$ cat config.mk
export PLATFORM = sky130hd
export DESIGN_NAME = lpm_clkgate_ctrl
export DESIGN_NICKNAME = d
export VERILOG_FILES = /design/src/rtl/lpm_pkg.sv /design/src/rtl/lpm_rst_sync.sv /design/src/rtl/lpm_mode_decode.sv /design/src/rtl/lpm_wake_fsm.sv /design/src/rtl/lpm_enable_reg.sv /design/src/rtl/lpm_clkgate_ctrl.sv
export SDC_FILE = /design/constraint.sdc
export NUM_CORES = 1
export LEC_CHECK = 0
export BUFFER_PORTS_ARGS = -buffer_cell sky130_fd_sc_hd__buf_4
export CORE_MARGIN = 2
export CORE_UTILIZATION = 23
export DETAILED_ROUTE_END_ITERATION = 6
export PLACE_DENSITY = 0.5
export SYNTH_ARGS = -nofsm -noshare
export SYNTH_HDL_FRONTEND = slang
export SYNTH_HIERARCHICAL = 1
export SYNTH_SLANG_ARGS = --single-unit
export TNS_END_PERCENT = 100
$ cat constraint.sdc
create_clock -name clk -period 0.8 [get_ports clk]
set_input_delay 0.12 -clock clk [delete_from_list [all_inputs] [get_ports clk]]
set_output_delay 0.12 -clock clk [all_outputs]
set_load 0.01 [all_outputs]
$ cat src/rtl/lpm_pkg.sv
package lpm_pkg;

  typedef enum logic [1:0] {
    MODE_ACT = 2'd0,
    MODE_L0  = 2'd1,
    MODE_L3  = 2'd2,
    MODE_L4  = 2'd3
  } lpm_mode_e;

  typedef struct packed {
    logic cpu;
    logic mclk;
    logic smclk;
    logic aclk;
    logic hfosc;
    logic lfosc;
  } clk_en_t;

  localparam int N_CLK = 3;
  localparam int CLK_M = 0;
  localparam int CLK_S = 1;
  localparam int CLK_A = 2;

endpackage

$ cat src/rtl/lpm_rst_sync.sv
module lpm_rst_sync (
  input  logic clk,
  input  logic rst_n,
  output logic rst_sync_n
);

  logic [1:0] sync_q;

  always_ff @(posedge clk or negedge rst_n) begin
    if (!rst_n) sync_q <= 2'b00;
    else        sync_q <= {sync_q[0], 1'b1};
  end

  assign rst_sync_n = sync_q[1];

endmodule

$ cat src/rtl/lpm_mode_decode.sv
module lpm_mode_decode
  import lpm_pkg::*;
(
  input  logic      cpu_off,
  input  logic      osc_off,
  input  logic      scg0,
  input  logic      scg1,
  output lpm_mode_e mode
);

  // Gate-0 only steers an oscillator control that has no effect here.
  logic scg0_unused;
  assign scg0_unused = scg0;

  always_comb begin
    if (!cpu_off)     mode = MODE_ACT;
    else if (osc_off) mode = MODE_L4;
    else if (scg1)    mode = MODE_L3;
    else              mode = MODE_L0;
  end

endmodule

$ cat src/rtl/lpm_wake_fsm.sv
module lpm_wake_fsm
  import lpm_pkg::*;
(
  input  logic      clk,
  input  logic      rst_n,
  input  lpm_mode_e req_mode,
  input  logic      irq_pend,
  input  logic      irq_ret,
  output lpm_mode_e sleep_mode,
  output logic      in_isr,
  output lpm_mode_e eff_mode
);

  lpm_mode_e sleep_q, sleep_d;
  logic      isr_q, isr_d;
  logic      sleep_ld, isr_ld;

  // Next-state logic: status bits load only while running outside service.
  always_comb begin
    sleep_d  = sleep_q;
    isr_d    = isr_q;
    sleep_ld = 1'b0;
    isr_ld   = 1'b0;
    if (isr_q) begin
      if (irq_ret) begin
        isr_d  = 1'b0;
        isr_ld = 1'b1;
      end
    end else if (irq_pend) begin
      isr_d  = 1'b1;
      isr_ld = 1'b1;
    end else if (sleep_q == MODE_ACT) begin
      sleep_d  = req_mode;
      sleep_ld = 1'b1;
    end
  end

  always_ff @(posedge clk or negedge rst_n) begin
    if (!rst_n) begin
      sleep_q <= MODE_ACT;
      isr_q   <= 1'b0;
    end else begin
      if (sleep_ld) sleep_q <= sleep_d;
      if (isr_ld)   isr_q   <= isr_d;
    end
  end

  assign sleep_mode = sleep_q;
  assign in_isr     = isr_q;
  assign eff_mode   = isr_q ? MODE_ACT : sleep_q;

endmodule

$ cat src/rtl/lpm_enable_reg.sv
module lpm_enable_reg
  import lpm_pkg::*;
#(
  parameter int N_REQ = 4
) (
  input  logic                        clk,
  input  logic                        rst_n,
  input  lpm_mode_e                   eff_mode,
  input  logic [N_CLK-1:0][N_REQ-1:0] req,
  input  logic [N_CLK-1:0]            src_hf,
  output clk_en_t                     en
);

  logic [N_CLK-1:0] mode_on;
  logic [N_CLK-1:0] clk_d;
  logic [N_CLK-1:0] hf_use;
  clk_en_t          en_d, en_q;

  always_comb begin
    mode_on[CLK_M] = (eff_mode == MODE_ACT);
    mode_on[CLK_S] = (eff_mode == MODE_ACT) || (eff_mode == MODE_L0);
    mode_on[CLK_A] = (eff_mode != MODE_L4);
  end

  for (genvar g = 0; g < N_CLK; g++) begin : g_clk
    assign clk_d[g]  = mode_on[g] | (|req[g]);
    assign hf_use[g] = clk_d[g] & src_hf[g];
  end

  always_comb begin
    en_d.cpu   = (eff_mode == MODE_ACT);
    en_d.mclk  = clk_d[CLK_M];
    en_d.smclk = clk_d[CLK_S];
    en_d.aclk  = clk_d[CLK_A];
    en_d.hfosc = |hf_use;
    en_d.lfosc = 1'b1;
  end

  always_ff @(posedge clk or negedge rst_n) begin
    if (!rst_n) en_q <= '1;
    else        en_q <= en_d;
  end

  assign en = en_q;

endmodule

$ cat src/rtl/lpm_clkgate_ctrl.sv
module lpm_clkgate_ctrl
  import lpm_pkg::*;
#(
  parameter int N_REQ = 4
) (
  input  logic             clk,
  input  logic             rst_n,
  input  logic             sr_cpu_off,
  input  logic             sr_osc_off,
  input  logic             sr_scg0,
  input  logic             sr_scg1,
  input  logic             irq_pend,
  input  logic             irq_ret,
  input  logic [N_REQ-1:0] mclk_req,
  input  logic [N_REQ-1:0] smclk_req,
  input  logic [N_REQ-1:0] aclk_req,
  input  logic             mclk_src_hf,
  input  logic             smclk_src_hf,
  input  logic             aclk_src_hf,
  output logic             cpu_en,
  output logic             mclk_en,
  output logic             smclk_en,
  output logic             aclk_en,
  output logic             hfosc_en,
  output logic             lfosc_en
);

  logic                        rst_sync_n;
  lpm_mode_e                   req_mode;
  lpm_mode_e                   sleep_mode;
  lpm_mode_e                   eff_mode;
  logic                        in_isr;
  logic [N_CLK-1:0][N_REQ-1:0] req_arr;
  logic [N_CLK-1:0]            src_arr;
  clk_en_t                     en;

  assign req_arr = {aclk_req, smclk_req, mclk_req};
  assign src_arr = {aclk_src_hf, smclk_src_hf, mclk_src_hf};

  lpm_rst_sync u_rst (
    .clk        (clk),
    .rst_n      (rst_n),
    .rst_sync_n (rst_sync_n)
  );

  lpm_mode_decode u_dec (
    .cpu_off (sr_cpu_off),
    .osc_off (sr_osc_off),
    .scg0    (sr_scg0),
    .scg1    (sr_scg1),
    .mode    (req_mode)
  );

  lpm_wake_fsm u_fsm (
    .clk        (clk),
    .rst_n      (rst_sync_n),
    .req_mode   (req_mode),
    .irq_pend   (irq_pend),
    .irq_ret    (irq_ret),
    .sleep_mode (sleep_mode),
    .in_isr     (in_isr),
    .eff_mode   (eff_mode)
  );

  lpm_enable_reg #(.N_REQ(N_REQ)) u_en (
    .clk      (clk),
    .rst_n    (rst_sync_n),
    .eff_mode (eff_mode),
    .req      (req_arr),
    .src_hf   (src_arr),
    .en       (en)
  );

  assign cpu_en   = en.cpu;
  assign mclk_en  = en.mclk;
  assign smclk_en = en.smclk;
  assign aclk_en  = en.aclk;
  assign hfosc_en = en.hfosc;
  assign lfosc_en = en.lfosc;

endmodule

==> metrics.yaml <==
vias: 361
p_comb_share_pct: 30.2
multiInputGateArea_um2: 147.6
critPathArrivalTime_ns: 1.27
ys_types: 18
final_cell_mix: "buf_4, buf_6, dfstp_2, dfrtp_1"
rsz0062_at_grt: "yes"
path_class: "flop to flop"
grtUsageTotal_pct: 9.893
reg2regPathDepth: 3
seqPwrFrac_pct: 46.1
reg2reg_from: "u_fsm/in_isr$_DFFE_PN0P_"
antenna_found_initial: 0
powerDensity_mw_per_mm2: 1944
power_switching_share_pct: 26.52
syn_avg_cell_area_um2: 11.94
gp_congestion: 0.6381
nNetsFinal: 93
grt_pass1_wl_um: 1414
fp.dieArea_mm2: 0.002061
cts.path.max_buffers: 2
cap_violations: 0
netlist_area_um2: 394.1
cts_sinks: 10
whs_path_depth: 2
die_y_um: 45.40
startpoint_type: "flop"
postRouteAntennaNets: 0
status: "finished, violations left"
fp.coreArea_mm2: 0.001559
slew_viol_final: 0
cp-startpoint: "u_fsm/in_isr$_DFFE_PN0P_"
syn2layout_area_growth_pct: 86.67
clk_latency_ns: 0.25
fin_setup_tns_ns: -1.881
fin_ws_ns: -0.2879
final_common_cell: "buf_4"
hold_violations: 0
cp-end-kind: "flop"
drc_errors: 0
routed_via_density: 4.247
timing.hold.ws_ns: 0.04777
ys_ff_latch: 10
wl_um: 872
dp_hpwl_um: 720.9
endpoint: "u_en/en[1]$_DFF_PN1_"
regArea_um2: 257.7
r2r_end: "u_en/en[1]$_DFF_PN1_"
initialDrtViolationCount: 3
violations: "negative setup slack"
cts_tree: "built"
portBuffers: 26
placementRows: 14
grt-ovfl-total: 0
grt_start_max_net_pins: 9
required_ns: 0.98
p_int_mw: 1.051
finalSetupViolCount: 11
wl_per_cell_um: 10.26
cts.reportedPaths.clkPinSlew_ns: 0.06
cts_max_level: 1
hold_path.class: "primary input to flop"
cp_max_fo: 5
numCtsBuffers: 3
place_ws_ns: -0.3490
io_pins: 29
period_needed_ns: 1.088
period_share_pct: 136.0
p_leak_nw: 0.3408
max-vdd-ir-drop_mv: 0.8058
syn_nets: 56
diodes: 0
fmax_mhz: 919.2
synthCells: 33
power.switching_mw: 0.3793
finClkSkew_ns: 0.001618
die_w_um: 45.40
final_util_pct: 47.19
cts_root_buf: "clkbuf_4"
start_util_pct: 25.28
clkPwrFrac_pct: 23.7
grt_pass1_vias: 351
drive_above_1_share_pct: 71.01
synth_warnings: 6
dr.pass1.iters: 2
yosysSeqAreaShare_pct: 65.08
n_fill_cell: 151
r2r_slack_ns: -0.29
Yosys cell counts, drive strengths merged:
master	number	area, um2
a21oi	1	5.000
o21a	1	7.510
a31o	2	17.52
conb	2	7.510
a21boi	2	15.02
dfrtp	5	125.1
o21ai	1	5.000
nand2	1	3.750
dfstp	5	131.4
inv	3	11.26
a221o	1	10.01
nor2	4	17.52
buf	1	7.510
nand3	1	5.000
nor4	3	25.02
worst min path at each step:
stage               slack (ns)                   endpoint  startpoint
floorplan                -0.18  u_rst/sync_q[0]$_DFF_PN0_       rst_n
global placement          -0.1  u_rst/sync_q[1]$_DFF_PN0_       rst_n
detailed placement        -0.1  u_rst/sync_q[1]$_DFF_PN0_       rst_n
CTS                       0.04   u_fsm/in_isr$_DFFE_PN0P_     irq_ret
global route              0.03   u_fsm/in_isr$_DFFE_PN0P_     irq_ret
finish                    0.05   u_fsm/in_isr$_DFFE_PN0P_     irq_ret
per-layer routing:
metal,up-vias,part of all wire [%],track usage (%)
met4,0,0,5.294
met2,15,46,14.37
met3,0,9.1,3.571
met1,164,44,12.72
li1,182,-,-
met5,-,0,0
through the flow:
stage	std cells	power, mW	instance area (um2)
after floorplan	33	0.7906	399.1
after global placement	78	0.9801	636.9
after detailed placement	78	0.9833	636.9
after CTS	85	1.421	725.7
after global routing	85	1.548	735.7
final	85	1.430	735.7
critical path, stage by stage, from the launching register on:
cell and delay (ns):
dfrtp_2 0.44, nor2_4 0.15, nand3_2 0.10, a221o_1 0.32
flip-flops by register name, indices dropped and copies added (netlist names):
| register | count |
|---|---|
| u_en/en | 5 |
| u_fsm/in_isr | 1 |
| u_fsm/sleep_mode | 2 |
| u_rst/sync_q | 2 |
timing repair:
action | 4_1_cts | 5_1_grt
pin swaps | 2 | 5
setup buffers | 2 | 1
setup endpoints to repair | 11 | 12
gates resized for setup | 10 | 5
hold buffers | 1 | 0
cloned | 0 | 0
hold endpoints to repair | 2 | 0
cells by family after synthesis:
logic type / share of synthesized area [%]
AND/OR/NAND/NOR: 13.01
flip-flops: 65.08
buffers and inverters: 4.762
AO/OA/AOI/OAI: 15.24
other: 1.905
power groups by stage:
| stage | combinational (mW) | sequential (mW) | clock (mW) |
|---|---|---|---|
| floorplan | 0.130 | 0.661 | 0 |
| global placement | 0.331 | 0.649 | 0 |
| detailed placement | 0.334 | 0.649 | 0 |
| CTS | 0.413 | 0.648 | 0.359 |
| global route | 0.470 | 0.670 | 0.408 |
| finish | 0.432 | 0.659 | 0.339 |
layout make-up:
class,instances,area share (%)
clock buffers,4,3.571
inverters,3,1.531
flip-flops and latches,10,35.03
well taps,16,2.721
repair buffers,33,37.07
multi-input cells,19,20.07
Power figures use the tool's default switching activity.
